## src/rtl/tw_rx_pkg.sv

```systemverilog
package tw_rx_pkg;

  // Line decoder states.
  typedef enum logic [1:0] {
    DEC_WAIT  = 2'd0,  // ignoring the lines until an idle is seen
    DEC_READY = 2'd1,  // both lines high, bus at rest or between bits
    DEC_LOW   = 2'd2,  // both lines low, a bit is expected
    DEC_HOLD  = 2'd3   // one line high, bit already committed
  } dec_state_t;

endpackage

```

## src/rtl/tw_rx_sync.sv

```systemverilog
module tw_rx_sync #(
  parameter int              STAGES  = 2,
  parameter int              WIDTH   = 1,
  parameter logic [WIDTH-1:0] RST_VAL = '0
) (
  input  logic             clk_i,
  input  logic             rst_n_i,
  input  logic [WIDTH-1:0] d_i,
  output logic [WIDTH-1:0] q_o
);

  logic [WIDTH-1:0] stage_q [STAGES];

  for (genvar g = 0; g < STAGES; g++) begin : g_stage
    logic [WIDTH-1:0] stage_d;
    if (g == 0) begin : g_first
      assign stage_d = d_i;
    end else begin : g_next
      assign stage_d = stage_q[g-1];
    end

    always_ff @(posedge clk_i or negedge rst_n_i) begin
      if (!rst_n_i) begin
        stage_q[g] <= RST_VAL;
      end else begin
        stage_q[g] <= stage_d;
      end
    end
  end

  assign q_o = stage_q[STAGES-1];

endmodule

```

## src/rtl/tw_rx_idle_timer.sv

```systemverilog
module tw_rx_idle_timer #(
  parameter int IDLE_CYCLES = 8
) (
  input  logic clk_i,
  input  logic rst_n_i,
  input  logic both_hi_i,
  output logic idle_hit_o
);

  localparam int CW = $clog2(IDLE_CYCLES + 1);
  localparam logic [CW-1:0] CNT_SAT = CW'(IDLE_CYCLES);
  localparam logic [CW-1:0] HIT_AT  = CW'(IDLE_CYCLES - 1);

  logic [CW-1:0] cnt_q, cnt_d;
  logic          cnt_en;

  always_comb begin
    cnt_en = 1'b1;
    if (both_hi_i) begin
      if (cnt_q == CNT_SAT) begin
        cnt_en = 1'b0;
        cnt_d  = cnt_q;
      end else begin
        cnt_d = cnt_q + 1'b1;
      end
    end else begin
      cnt_d = '0;
    end
  end

  always_ff @(posedge clk_i or negedge rst_n_i) begin
    if (!rst_n_i) begin
      cnt_q <= '0;
    end else if (cnt_en) begin
      cnt_q <= cnt_d;
    end
  end

  // One sample completes the run of high samples: fires once per idle.
  assign idle_hit_o = both_hi_i && (cnt_q == HIT_AT);

endmodule

```

## src/rtl/tw_rx_line_fsm.sv

```systemverilog
module tw_rx_line_fsm
  import tw_rx_pkg::*;
(
  input  logic clk_i,
  input  logic rst_n_i,
  input  logic line_p_i,
  input  logic line_n_i,
  input  logic idle_hit_i,
  output logic bit_stb_o,
  output logic bit_val_o,
  output logic perr_o,
  output logic eot_o
);

  dec_state_t st_q, st_d;
  logic       held_q, held_d;
  logic       active_q, active_d;

  logic both_lo, both_hi, one_hi;

  assign both_lo = !line_p_i && !line_n_i;
  assign both_hi =  line_p_i &&  line_n_i;
  assign one_hi  =  line_p_i ^   line_n_i;

  always_comb begin
    st_d      = st_q;
    held_d    = held_q;
    active_d  = active_q;
    bit_stb_o = 1'b0;
    bit_val_o = line_p_i;
    perr_o    = 1'b0;

    unique case (st_q)
      DEC_WAIT: begin
        if (idle_hit_i) st_d = DEC_READY;
      end
      DEC_READY: begin
        if (both_lo) begin
          st_d     = DEC_LOW;
          active_d = 1'b1;
        end else if (one_hi) begin
          perr_o = 1'b1;
          st_d   = DEC_WAIT;
        end
      end
      DEC_LOW: begin
        if (one_hi) begin
          bit_stb_o = 1'b1;
          held_d    = line_p_i;
          st_d      = DEC_HOLD;
        end else if (both_hi) begin
          perr_o = 1'b1;
          st_d   = DEC_WAIT;
        end
      end
      DEC_HOLD: begin
        if (both_lo) begin
          st_d = DEC_LOW;
        end else if (both_hi) begin
          st_d = DEC_READY;
        end else if (line_p_i != held_q) begin
          perr_o = 1'b1;
          st_d   = DEC_WAIT;
        end
      end
      default: st_d = DEC_WAIT;
    endcase

    eot_o = idle_hit_i && active_q;
    if (idle_hit_i) active_d = 1'b0;
  end

  always_ff @(posedge clk_i or negedge rst_n_i) begin
    if (!rst_n_i) begin
      st_q     <= DEC_WAIT;
      held_q   <= 1'b0;
      active_q <= 1'b0;
    end else begin
      st_q     <= st_d;
      held_q   <= held_d;
      active_q <= active_d;
    end
  end

endmodule

```

## src/rtl/tw_rx_packer.sv

```systemverilog
module tw_rx_packer #(
  parameter int WORD_BITS = 32
) (
  input  logic                 clk_i,
  input  logic                 rst_n_i,
  input  logic                 bit_stb_i,
  input  logic                 bit_val_i,
  input  logic                 flush_i,
  input  logic                 idle_hit_i,
  output logic [WORD_BITS-1:0] word_o,
  output logic                 word_vld_o,
  output logic                 frag_err_o
);

  localparam int BCW = $clog2(WORD_BITS);
  localparam logic [BCW-1:0] LAST_BIT = BCW'(WORD_BITS - 1);

  logic [WORD_BITS-2:0] sh_q, sh_d;
  logic [BCW-1:0]       cnt_q, cnt_d;
  logic [WORD_BITS-1:0] word_q, word_d;
  logic                 vld_d, ferr_d;
  logic                 sh_en, word_en;

  always_comb begin
    cnt_d   = cnt_q;
    sh_d    = {bit_val_i, sh_q[WORD_BITS-2:1]};
    sh_en   = 1'b0;
    word_d  = {bit_val_i, sh_q};
    word_en = 1'b0;
    vld_d   = 1'b0;
    ferr_d  = 1'b0;

    if (flush_i) begin
      cnt_d = '0;
    end else if (bit_stb_i) begin
      sh_en = 1'b1;
      if (cnt_q == LAST_BIT) begin
        word_en = 1'b1;
        vld_d   = 1'b1;
        cnt_d   = '0;
      end else begin
        cnt_d = cnt_q + 1'b1;
      end
    end else if (idle_hit_i) begin
      ferr_d = (cnt_q != '0);
      cnt_d  = '0;
    end
  end

  always_ff @(posedge clk_i or negedge rst_n_i) begin
    if (!rst_n_i) begin
      cnt_q      <= '0;
      word_vld_o <= 1'b0;
      frag_err_o <= 1'b0;
    end else begin
      cnt_q      <= cnt_d;
      word_vld_o <= vld_d;
      frag_err_o <= ferr_d;
    end
  end

  always_ff @(posedge clk_i or negedge rst_n_i) begin
    if (!rst_n_i) begin
      sh_q <= '0;
    end else if (sh_en) begin
      sh_q <= sh_d;
    end
  end

  always_ff @(posedge clk_i or negedge rst_n_i) begin
    if (!rst_n_i) begin
      word_q <= '0;
    end else if (word_en) begin
      word_q <= word_d;
    end
  end

  assign word_o = word_q;

endmodule

```

## src/rtl/tw_rx.sv

```systemverilog
module tw_rx #(
  parameter int WORD_BITS   = 32,
  parameter int IDLE_CYCLES = 8,
  parameter int SYNC_STAGES = 2
) (
  input  logic                 clk_i,
  input  logic                 rst_n_i,
  input  logic                 line_p_i,
  input  logic                 line_n_i,
  output logic [WORD_BITS-1:0] word_o,
  output logic                 word_vld_o,
  output logic                 eot_o,
  output logic                 proto_err_o,
  output logic                 frag_err_o
);

  logic       core_rst_n;
  logic [1:0] lines_s;
  logic       idle_hit;
  logic       bit_stb, bit_val, perr, eot;
  logic       eot_q, perr_q;

  // Reset: asserted asynchronously, released on the clock.
  tw_rx_sync #(
    .STAGES (2),
    .WIDTH  (1),
    .RST_VAL(1'b0)
  ) u_rst_sync (
    .clk_i  (clk_i),
    .rst_n_i(rst_n_i),
    .d_i    (1'b1),
    .q_o    (core_rst_n)
  );

  // Lines resynchronized; reset value is the idle level.
  tw_rx_sync #(
    .STAGES (SYNC_STAGES),
    .WIDTH  (2),
    .RST_VAL(2'b11)
  ) u_line_sync (
    .clk_i  (clk_i),
    .rst_n_i(core_rst_n),
    .d_i    ({line_p_i, line_n_i}),
    .q_o    (lines_s)
  );

  tw_rx_idle_timer #(
    .IDLE_CYCLES(IDLE_CYCLES)
  ) u_idle (
    .clk_i     (clk_i),
    .rst_n_i   (core_rst_n),
    .both_hi_i (lines_s[1] && lines_s[0]),
    .idle_hit_o(idle_hit)
  );

  tw_rx_line_fsm u_fsm (
    .clk_i     (clk_i),
    .rst_n_i   (core_rst_n),
    .line_p_i  (lines_s[1]),
    .line_n_i  (lines_s[0]),
    .idle_hit_i(idle_hit),
    .bit_stb_o (bit_stb),
    .bit_val_o (bit_val),
    .perr_o    (perr),
    .eot_o     (eot)
  );

  tw_rx_packer #(
    .WORD_BITS(WORD_BITS)
  ) u_pack (
    .clk_i     (clk_i),
    .rst_n_i   (core_rst_n),
    .bit_stb_i (bit_stb),
    .bit_val_i (bit_val),
    .flush_i   (perr),
    .idle_hit_i(idle_hit),
    .word_o    (word_o),
    .word_vld_o(word_vld_o),
    .frag_err_o(frag_err_o)
  );

  always_ff @(posedge clk_i or negedge core_rst_n) begin
    if (!core_rst_n) begin
      eot_q  <= 1'b0;
      perr_q <= 1'b0;
    end else begin
      eot_q  <= eot;
      perr_q <= perr;
    end
  end

  assign eot_o       = eot_q;
  assign proto_err_o = perr_q;

endmodule

```

## config.mk

```make
export PLATFORM = sky130hd
export DESIGN_NAME = tw_rx
export DESIGN_NICKNAME = d
export VERILOG_FILES = /design/src/rtl/tw_rx_pkg.sv /design/src/rtl/tw_rx_sync.sv /design/src/rtl/tw_rx_idle_timer.sv /design/src/rtl/tw_rx_line_fsm.sv /design/src/rtl/tw_rx_packer.sv /design/src/rtl/tw_rx.sv
export SDC_FILE = /design/constraint.sdc
export NUM_CORES = 1
export LEC_CHECK = 0
export BUFFER_PORTS_ARGS = -buffer_cell sky130_fd_sc_hd__buf_2
export CORE_MARGIN = 4
export CORE_UTILIZATION = 50
export DETAILED_ROUTE_END_ITERATION = 12
export GPL_ROUTABILITY_DRIVEN = 0
export HOLD_SLACK_MARGIN = 0.02
export PLACE_DENSITY_LB_ADDON = 0.25
export SYNTH_ARGS = -nofsm -noshare
export SYNTH_HDL_FRONTEND = slang
export SYNTH_HIERARCHICAL = 1
export SYNTH_SLANG_ARGS = --single-unit
export TNS_END_PERCENT = 10
```

## constraint.sdc

```tcl
create_clock -name clk_i -period 4.3 [get_ports clk_i]
set_input_delay 0.86 -clock clk_i [delete_from_list [all_inputs] [get_ports clk_i]]
set_output_delay 0.86 -clock clk_i [all_outputs]
set_load 0.005 [all_outputs]
```

==> results.txt, run 1 <==
status: finished, final reports clean
final wirelength: 5.68 mm
critical path arrival: 3.33 ns
Starting Density: 51.9%
Comb power frac: 5.0%
Sw Pwr: 347 µW
Die X: 92.4 µm
endpoints failing hold: 0
post-detail-place hpwl: 3.62 mm
# rows: 30
vias in the first global route: 2080
Final min period: 3.10 ns
Detail Route Antenna Nets: 0
First DRT Iteration DRCs: 110
worst min path class: in -> async
Seq pwr share: 59.4%
Area Overhead vs Synth: 12.2%
post-layout util: 58.3%
Die Span Y: 92.4 µm
worst-margin pin slew: 1.02 ns
top cells by count, synth: 97 x nand2_1, 82 x dfrtp_1, 29 x mux2_4
critical path data required time: 4.53 ns
max_cap viols: 0
Net Sw Frac: 24.0%
Tot GR Track Use: 14.6%
Syn Std Cell Area: 3560 µm²
CTS tree: done
Final Max Tran Viols: 0
P_leak: 2.30 nW
synth top area cells: dfrtp_1 58%, mux2_4 12%, nand2_1 10%
CP Launch Type: register
Top FF cell, synth: dfrtp_1
sequential share of the synthesized area: 60.5%
CP Class: reg -> reg
post-synth top area share: 57.6%
first-pass GRT wire length: 9.87 mm
initial antenna violation count: 0
final setup vio count: 0
root buffer cell: clkbuf_8
RSZ-0062 raised after global routing: false
Port Buffers: 39
Synth Instances: 296
Vias/cell: 4.84
number of inserted diodes: 0
syn avg cell area: 12.0 µm²
die area: 8540 µm²
worst r2r dst: u_pack/word_o[2]
IO Count: 40
#FFs+latches synth: 86
Final #Nets: 347
DR pass1 iterations: 5
Int Pwr: 1.10 mW
number of flops mapped to enable cells by yosys: 0
clock sinks: 86
top-count cell post-synth: nand2_1
Synth area leader: dfrtp_1
routed length per instance: 13.0 µm
share of layout cells above drive strength 1: 29.6%
Clk pwr share: 35.6%
# hold bufs at CTS: 0
number of gates resized after cts: 0
YS warnings: 6
PD cells: 361 nW/µm²
Post-route DRC: 0
GRT Residual Overflow: 0
maximum vdd ir drop: 0.223 mV
fmax: 0.323 GHz
fin crit share: 72.1%
Inserted Clock Buffers: 9
syn nets: 307
Worst-path clk slew: 0.08 ns
routed vias: 2114
async set or reset register ratio after synthesis: 100%
Rel. slew slack: 32.1%
Setup Total Neg Slack: 0 ns
largest fanout on the critical path: 33
post-CTS setup buffers: 0
worst skew pair latency: 0.35 ns
Core Region: 6870 µm²
CTS H-tree lvls: 3
Critical R2R Launch: u_line_sync/q_o[1]
Setup crit end kind: register
Max Clock Skew: 0.0102 ns
clock tree buffer depth: 2
largest net degree at the start of global routing: 85
R2R cell count: 7
reg2reg setup slack: 1.20 ns
post-synth cell types: 38
## per-layer routing
layer | routed length (µm) | share of wire, % | track usage, %
met5 | 0 | 0 | 0
met3 | 200 | 3.5 | 2.92
met2 | 2480 | 44 | 21.4
met1 | 2880 | 51 | 20.5
met4 | 125 | 2.2 | 7.80
## kinds of logic after synthesis
group,Yosys count,synth area share (%)
and+or+nand+nor,129,16.4
DFF,86,60.5
muxes,35,14.0
buffers and inverters,20,3.16
AOI/OAI and AO/OA,14,2.39
adders and majority gates,7,2.46
xor gates and xnor gates,4,0.983
other,1,0.105
## worst max-delay path by stage
| stage | startpoint | depth (start not counted) | slack (ns) | to |
|---|---|---|---|---|
| 2_1_floorplan | u_rst_sync/q_o | 0 | 1.73 | eot_o |
| 5_1_grt | u_line_sync/q_o[1] | 7 | 0.92 | u_pack/word_o[2] |
| 6_report | u_line_sync/q_o[1] | 7 | 1.20 | u_pack/word_o[2] |
| 3_3_place_gp | u_line_sync/q_o[1] | 7 | 1.21 | u_pack/word_o[9] |
| 3_5_place_dp | u_line_sync/q_o[1] | 7 | 1.18 | u_pack/word_o[3] |
| 4_1_cts | u_line_sync/q_o[1] | 7 | 1.18 | u_pack/word_o[27] |
## registers in the layout, indices dropped and copies added (netlist names), 2 cells and up
signal                       count
u_pack/word_o                   32
u_idle/cnt_q                     4
u_line_sync/q_o                  2
u_line_sync/g_stage.stage_d      2
u_fsm/st_q                       2
u_pack/cnt_q                     5
u_pack/sh_q                     31
## per-stage QoR
stage | worst slack, ns | cell area, µm² | instances | total power, mW | hold WS [ns]
6_report | 1.20 | 4000 | 437 | 1.45 | 0.288
5_1_grt | 0.921 | 4000 | 437 | 1.52 | 0.267
4_1_cts | 1.18 | 4000 | 437 | 1.47 | 0.269
3_5_place_dp | 1.18 | 3820 | 421 | 0.950 | 0.347
3_3_place_gp | 1.21 | 3820 | 421 | 0.947 | 0.341
2_1_floorplan | 1.73 | 3560 | 296 | 0.925 | 0.331
## final cells by class
class                   instances  area, µm²
clock buffers                  11        151
multi-input cells             190       1290
repair buffers                 41        210
flip-flops and latches         86       2160
clock inverters                 5       33.8
inverters                       8       30.0
fillers                       572       2870
well taps                      96        120
## critical path, cell delays in order (launching register included)
cell and delay (ns):
dfstp_2 0.59, inv_1 0.06, ha_1 0.30, nand2_2 0.09, nor2_2 0.30, nor2b_4 0.69, nand2_4 0.51, mux2_4 0.44
## layout by cell type (no fill, tap or decap), types with 2 or more instances in the layout
| cell | n |
|---|---|
| mux2_4 | 29 |
| dfstp_2 | 4 |
| buf_2 | 39 |
| nor2b_1 | 2 |
| nor4b_1 | 2 |
| mux2_2 | 3 |
| dfrtp_1 | 81 |
| clkbuf_8 | 11 |
| clkinvlp_4 | 2 |
| ha_1 | 7 |
| clkinv_2 | 2 |
| buf_4 | 2 |
| and2_1 | 4 |
| o21ai_0 | 3 |
| a31oi_1 | 3 |
| nor3b_1 | 2 |
| xnor2_1 | 2 |
| nor2_1 | 7 |
| nand3_1 | 5 |
| xor2_1 | 2 |
| nand2_1 | 97 |
| inv_1 | 8 |
| mux2i_1 | 2 |
| a21oi_1 | 4 |
## power groups by stage
stage                     sequential, mW  combinational (mW)  clock (mW)
after detailed placement           0.877              0.0723           0
after floorplan                    0.869              0.0562           0
final                              0.860              0.0719       0.514
after global placement             0.875              0.0711           0
after CTS                          0.861              0.0726       0.534
after global routing               0.867              0.0814       0.572
No activity file was read; power rests on OpenSTA's default activity.
==> inputs of run 2 (changes only) <==
--- a/config.mk
+++ b/config.mk
@@ -5,6 +5,7 @@
 export SDC_FILE = /design/constraint.sdc
 export NUM_CORES = 1
 export LEC_CHECK = 0
+export ABC_AREA = 1
 export BUFFER_PORTS_ARGS = -buffer_cell sky130_fd_sc_hd__buf_2
 export CORE_MARGIN = 4
 export CORE_UTILIZATION = 50
==> constraint.sdc (replaced) <==
create_clock -name clk_i -period 2.7 [get_ports clk_i]
set_input_delay 0.54 -clock clk_i [delete_from_list [all_inputs] [get_ports clk_i]]
set_output_delay 0.54 -clock clk_i [all_outputs]
set_load 0.005 [all_outputs]
==> run 2 against run 1 <==
  * Die area grew 2.0%
  * Core utilization is 0.40 points higher
  * Clock skew rose by 0.0039 ns
  * Clock power grew 60%
  * Largest cell class unchanged
  * Highest routed layer unchanged
==> results.txt, run 2 <==
#FFs+latches synth: 86 (unchanged)
Sw Pwr: 796 µW (+130%)
Inserted Clock Buffers: 9 (unchanged)
Setup crit end kind: register
synthesized-area fraction occupied by xor and xnor cells: 0.240% (-0.74 points)
CP dominant cell by count: inv_1
Comb power frac: 14.2% (+9.2 points)
most common cell after layout, fill and taps aside: nand2_1
max_cap viols: 0 (unchanged)
number of inserted diodes: 0 (unchanged)
Core Region: 6940 µm² (+1.1%)
initial antenna violation count: 0 (unchanged)
Final #Nets: 432 (+24%)
Die X: 93.4 µm (+0.99%)
sequential share of the synthesized area: 59.2% (-1.3 points)
Seq pwr share: 54.6% (-4.8 points)
Post-route DRC: 0 (unchanged)
share of layout cells above drive strength 1: 22.3% (-7.3 points)
worst min path class: in -> reg
critical path data required time: 2.94 ns (-1.59 ns)
IO Count: 40 (unchanged)
top cells by count, synth: 104 x nand2_1, 82 x dfrtp_1, 56 x inv_1
RSZ-0062 raised after global routing: false
# rows: 30 (unchanged)
Clk pwr share: 31.2% (-4.4 points)
Area Overhead vs Synth: 11.8%
Tot GR Track Use: 15.3% (+0.67 points)
Setup Total Neg Slack: 0 ns (unchanged)
Detail Route Antenna Nets: 0 (unchanged)
number of gates resized after cts: 0 (unchanged)
Int Pwr: 1.83 mW (+67%)
CP Cell Sequence: inv_1 -> ha_1 -> nand3_1 -> inv_1 -> inv_1 -> nor2_4 -> nand2_4 -> buf_4 -> nand2_1 -> o21ai_2
CP max-delay cell: dfstp_2
clock tree buffer depth: 2 (unchanged)
worst skew pair latency: 0.35 ns (about the same)
post-detail-place hpwl: 4.12 mm (+14%)
Final min period: 2.09 ns (-1.01 ns)
Synth Instances: 380 (+28%)
YS warnings: 6 (unchanged)
Starting Density: 52.5% (+0.56 points)
synth top area cells: dfrtp_1 56%, nand2_1 11%, inv_1 5.8%
Final Max Tran Viols: 0 (unchanged)
Simple-Gate Fraction of Synth Area: 17.1% (+0.72 points)
Max Clock Skew: 0.0141 ns (+0.00390 ns)
maximum vdd ir drop: 0.386 mV (+74%)
PD cells: 645 nW/µm² (+79%)
post-synthesis mux area share: 0% (-14 points)
root buffer cell: clkbuf_8
syn avg cell area: 9.58 µm² (-20%)
final setup vio count: 0 (unchanged)
largest fanout on the critical path: 20 (-39%)
Max stage delay on crit path: 0.58 ns (-0.11 ns)
Syn Std Cell Area: 3640 µm² (+2.2%)
routed length per instance: 11.4 µm (-12%)
CTS tree: done
async set or reset register ratio after synthesis: 100% (unchanged)
Synth Area in Adders: 2.40% (-0.052 points)
fmax: 0.479 GHz (+49%)
post-synth top area share: 56.3% (-1.2 points)
CTS H-tree lvls: 3 (unchanged)
final wirelength: 5.98 mm (+5.1%)
Vias/cell: 4.69 (-3.0%)
Synth area leader: dfrtp_1
largest net degree at the start of global routing: 85 (unchanged)
endpoints failing hold: 0 (unchanged)
Top FF cell, synth: dfrtp_1
routed vias: 2449 (+16%)
clock sinks: 86 (unchanged)
P_leak: 2.08 nW (-9.6%)
post-synth cell types: 26 (-32%)
DR pass1 iterations: 4 (-1)
die area: 8710 µm² (+2.0%)
largest family of logic cells by synthesized area: simple AND/OR/NAND/NOR gates
critical path arrival: 2.33 ns (-1.00 ns)
status: finished, final reports clean
# hold bufs at CTS: 1 (+1)
vias in the first global route: 2334 (+12%)
First DRT Iteration DRCs: 120 (+9.1%)
Worst-path clk slew: 0.08 ns (about the same)
CP Launch Type: register
post-CTS setup buffers: 0 (unchanged)
final worst slack: 0.614 ns (-0.587 ns)
max reg flops: 32 (unchanged)
GRT Residual Overflow: 0 (unchanged)
most frequent cells in the layout: 104 x nand2_1, 81 x dfrtp_1, 56 x inv_1, 39 x buf_2, 29 x o21ai_0
first-pass GRT wire length: 10.5 mm (+6.1%)
fin crit share: 77.3% (+5.2 points)
post-layout util: 58.6% (+0.40 points)
Net Sw Frac: 30.3% (+6.3 points)
top-count cell post-synth: nand2_1
dpl ws: 0.573 ns (-0.608 ns)
Port Buffers: 39 (unchanged)
CP Class: reg -> reg
post-synthesis compound-gate area fraction: 11.1% (+8.7 points)
number of flops mapped to enable cells by yosys: 0 (unchanged)
syn nets: 391 (+27%)
Die Span Y: 93.4 µm (+0.99%)
==> run 2: routing by layer <==
| metal | GRT usage, % | part of all wire (%) | vias to the layer above |
|---|---|---|---|
| li1 | - | - | 1261 |
| met1 | 20.5 | 48 | 1137 |
| met2 | 23.5 | 47 | 38 |
| met3 | 3.14 | 3.1 | 13 |
| met4 | 7.69 | 2.6 | 0 |
| met5 | 0 | 0 | - |
==> run 2: logic make-up after synthesis <==
logic type	count (synthesis)
AO/OA/AOI/OAI	66
AND/OR/NAND/NOR	146
adder cells (fa/ha/maj)	7
XOR/XNOR	1
buffers and inverters	73
flip-flops	86
other	1
==> run 2: critical path: cells and delay by family, from the launching register on <==
| kind | cells | cell delay [ns] |
|---|---|---|
| flip-flops | 1 | 0.58 |
| AND/OR/NAND/NOR | 4 | 0.54 |
| buffers and inverters | 4 | 0.50 |
| adder cells (fa/ha/maj) | 1 | 0.32 |
| AO/OA/AOI/OAI | 1 | 0.05 |
==> run 2: final cells by class <==
cell class / instances / area (µm²)
multi-input cells: 221 / 1120
repair buffers: 45 / 268
clock inverters: 7 / 57.6
inverters: 58 / 218
flip-flops and latches: 86 / 2160
clock buffers: 9 / 124
fillers: 610 / 2870
well taps: 96 / 120
==> run 2: worst paths after layout <==
kind,slack (ns),depth (start not counted),end,start
worst max-delay path,0.61,10,u_pack/word_o[12],u_line_sync/q_o[1]
worst min-delay path,0.29,1,u_line_sync/g_stage[1].stage_d[0],line_n_i
min in group asynchronous,0.34,1,u_fsm/st_q[1],u_rst_sync/q_o
worst max register to register,0.61,10,u_pack/word_o[12],u_line_sync/q_o[1]
max in group asynchronous,2.02,1,u_line_sync/g_stage[1].stage_d[1],u_rst_sync/q_o
worst min register to register,0.34,1,u_fsm/st_q[1],u_rst_sync/q_o
==> run 2: per-stage QoR <==
step           power (mW)  hold slack [ns]  area [µm²]  std cells
3_5_place_dp         1.84            0.329        3880        505
3_3_place_gp         1.83            0.325        3880        505
2_1_floorplan        1.78            0.244        3640        380
6_report             2.63            0.288        4070        522
5_1_grt              2.80            0.264        4070        522
4_1_cts              2.66            0.264        4070        522
==> run 2: power by group through the flow <==
stage	Combinational, mW	Clock, mW	Sequential [mW]
final	0.372	0.821	1.44
after global routing	0.440	0.907	1.45
after CTS	0.378	0.848	1.44
after detailed placement	0.376	0	1.46
after global placement	0.371	0	1.46
after floorplan	0.324	0	1.45
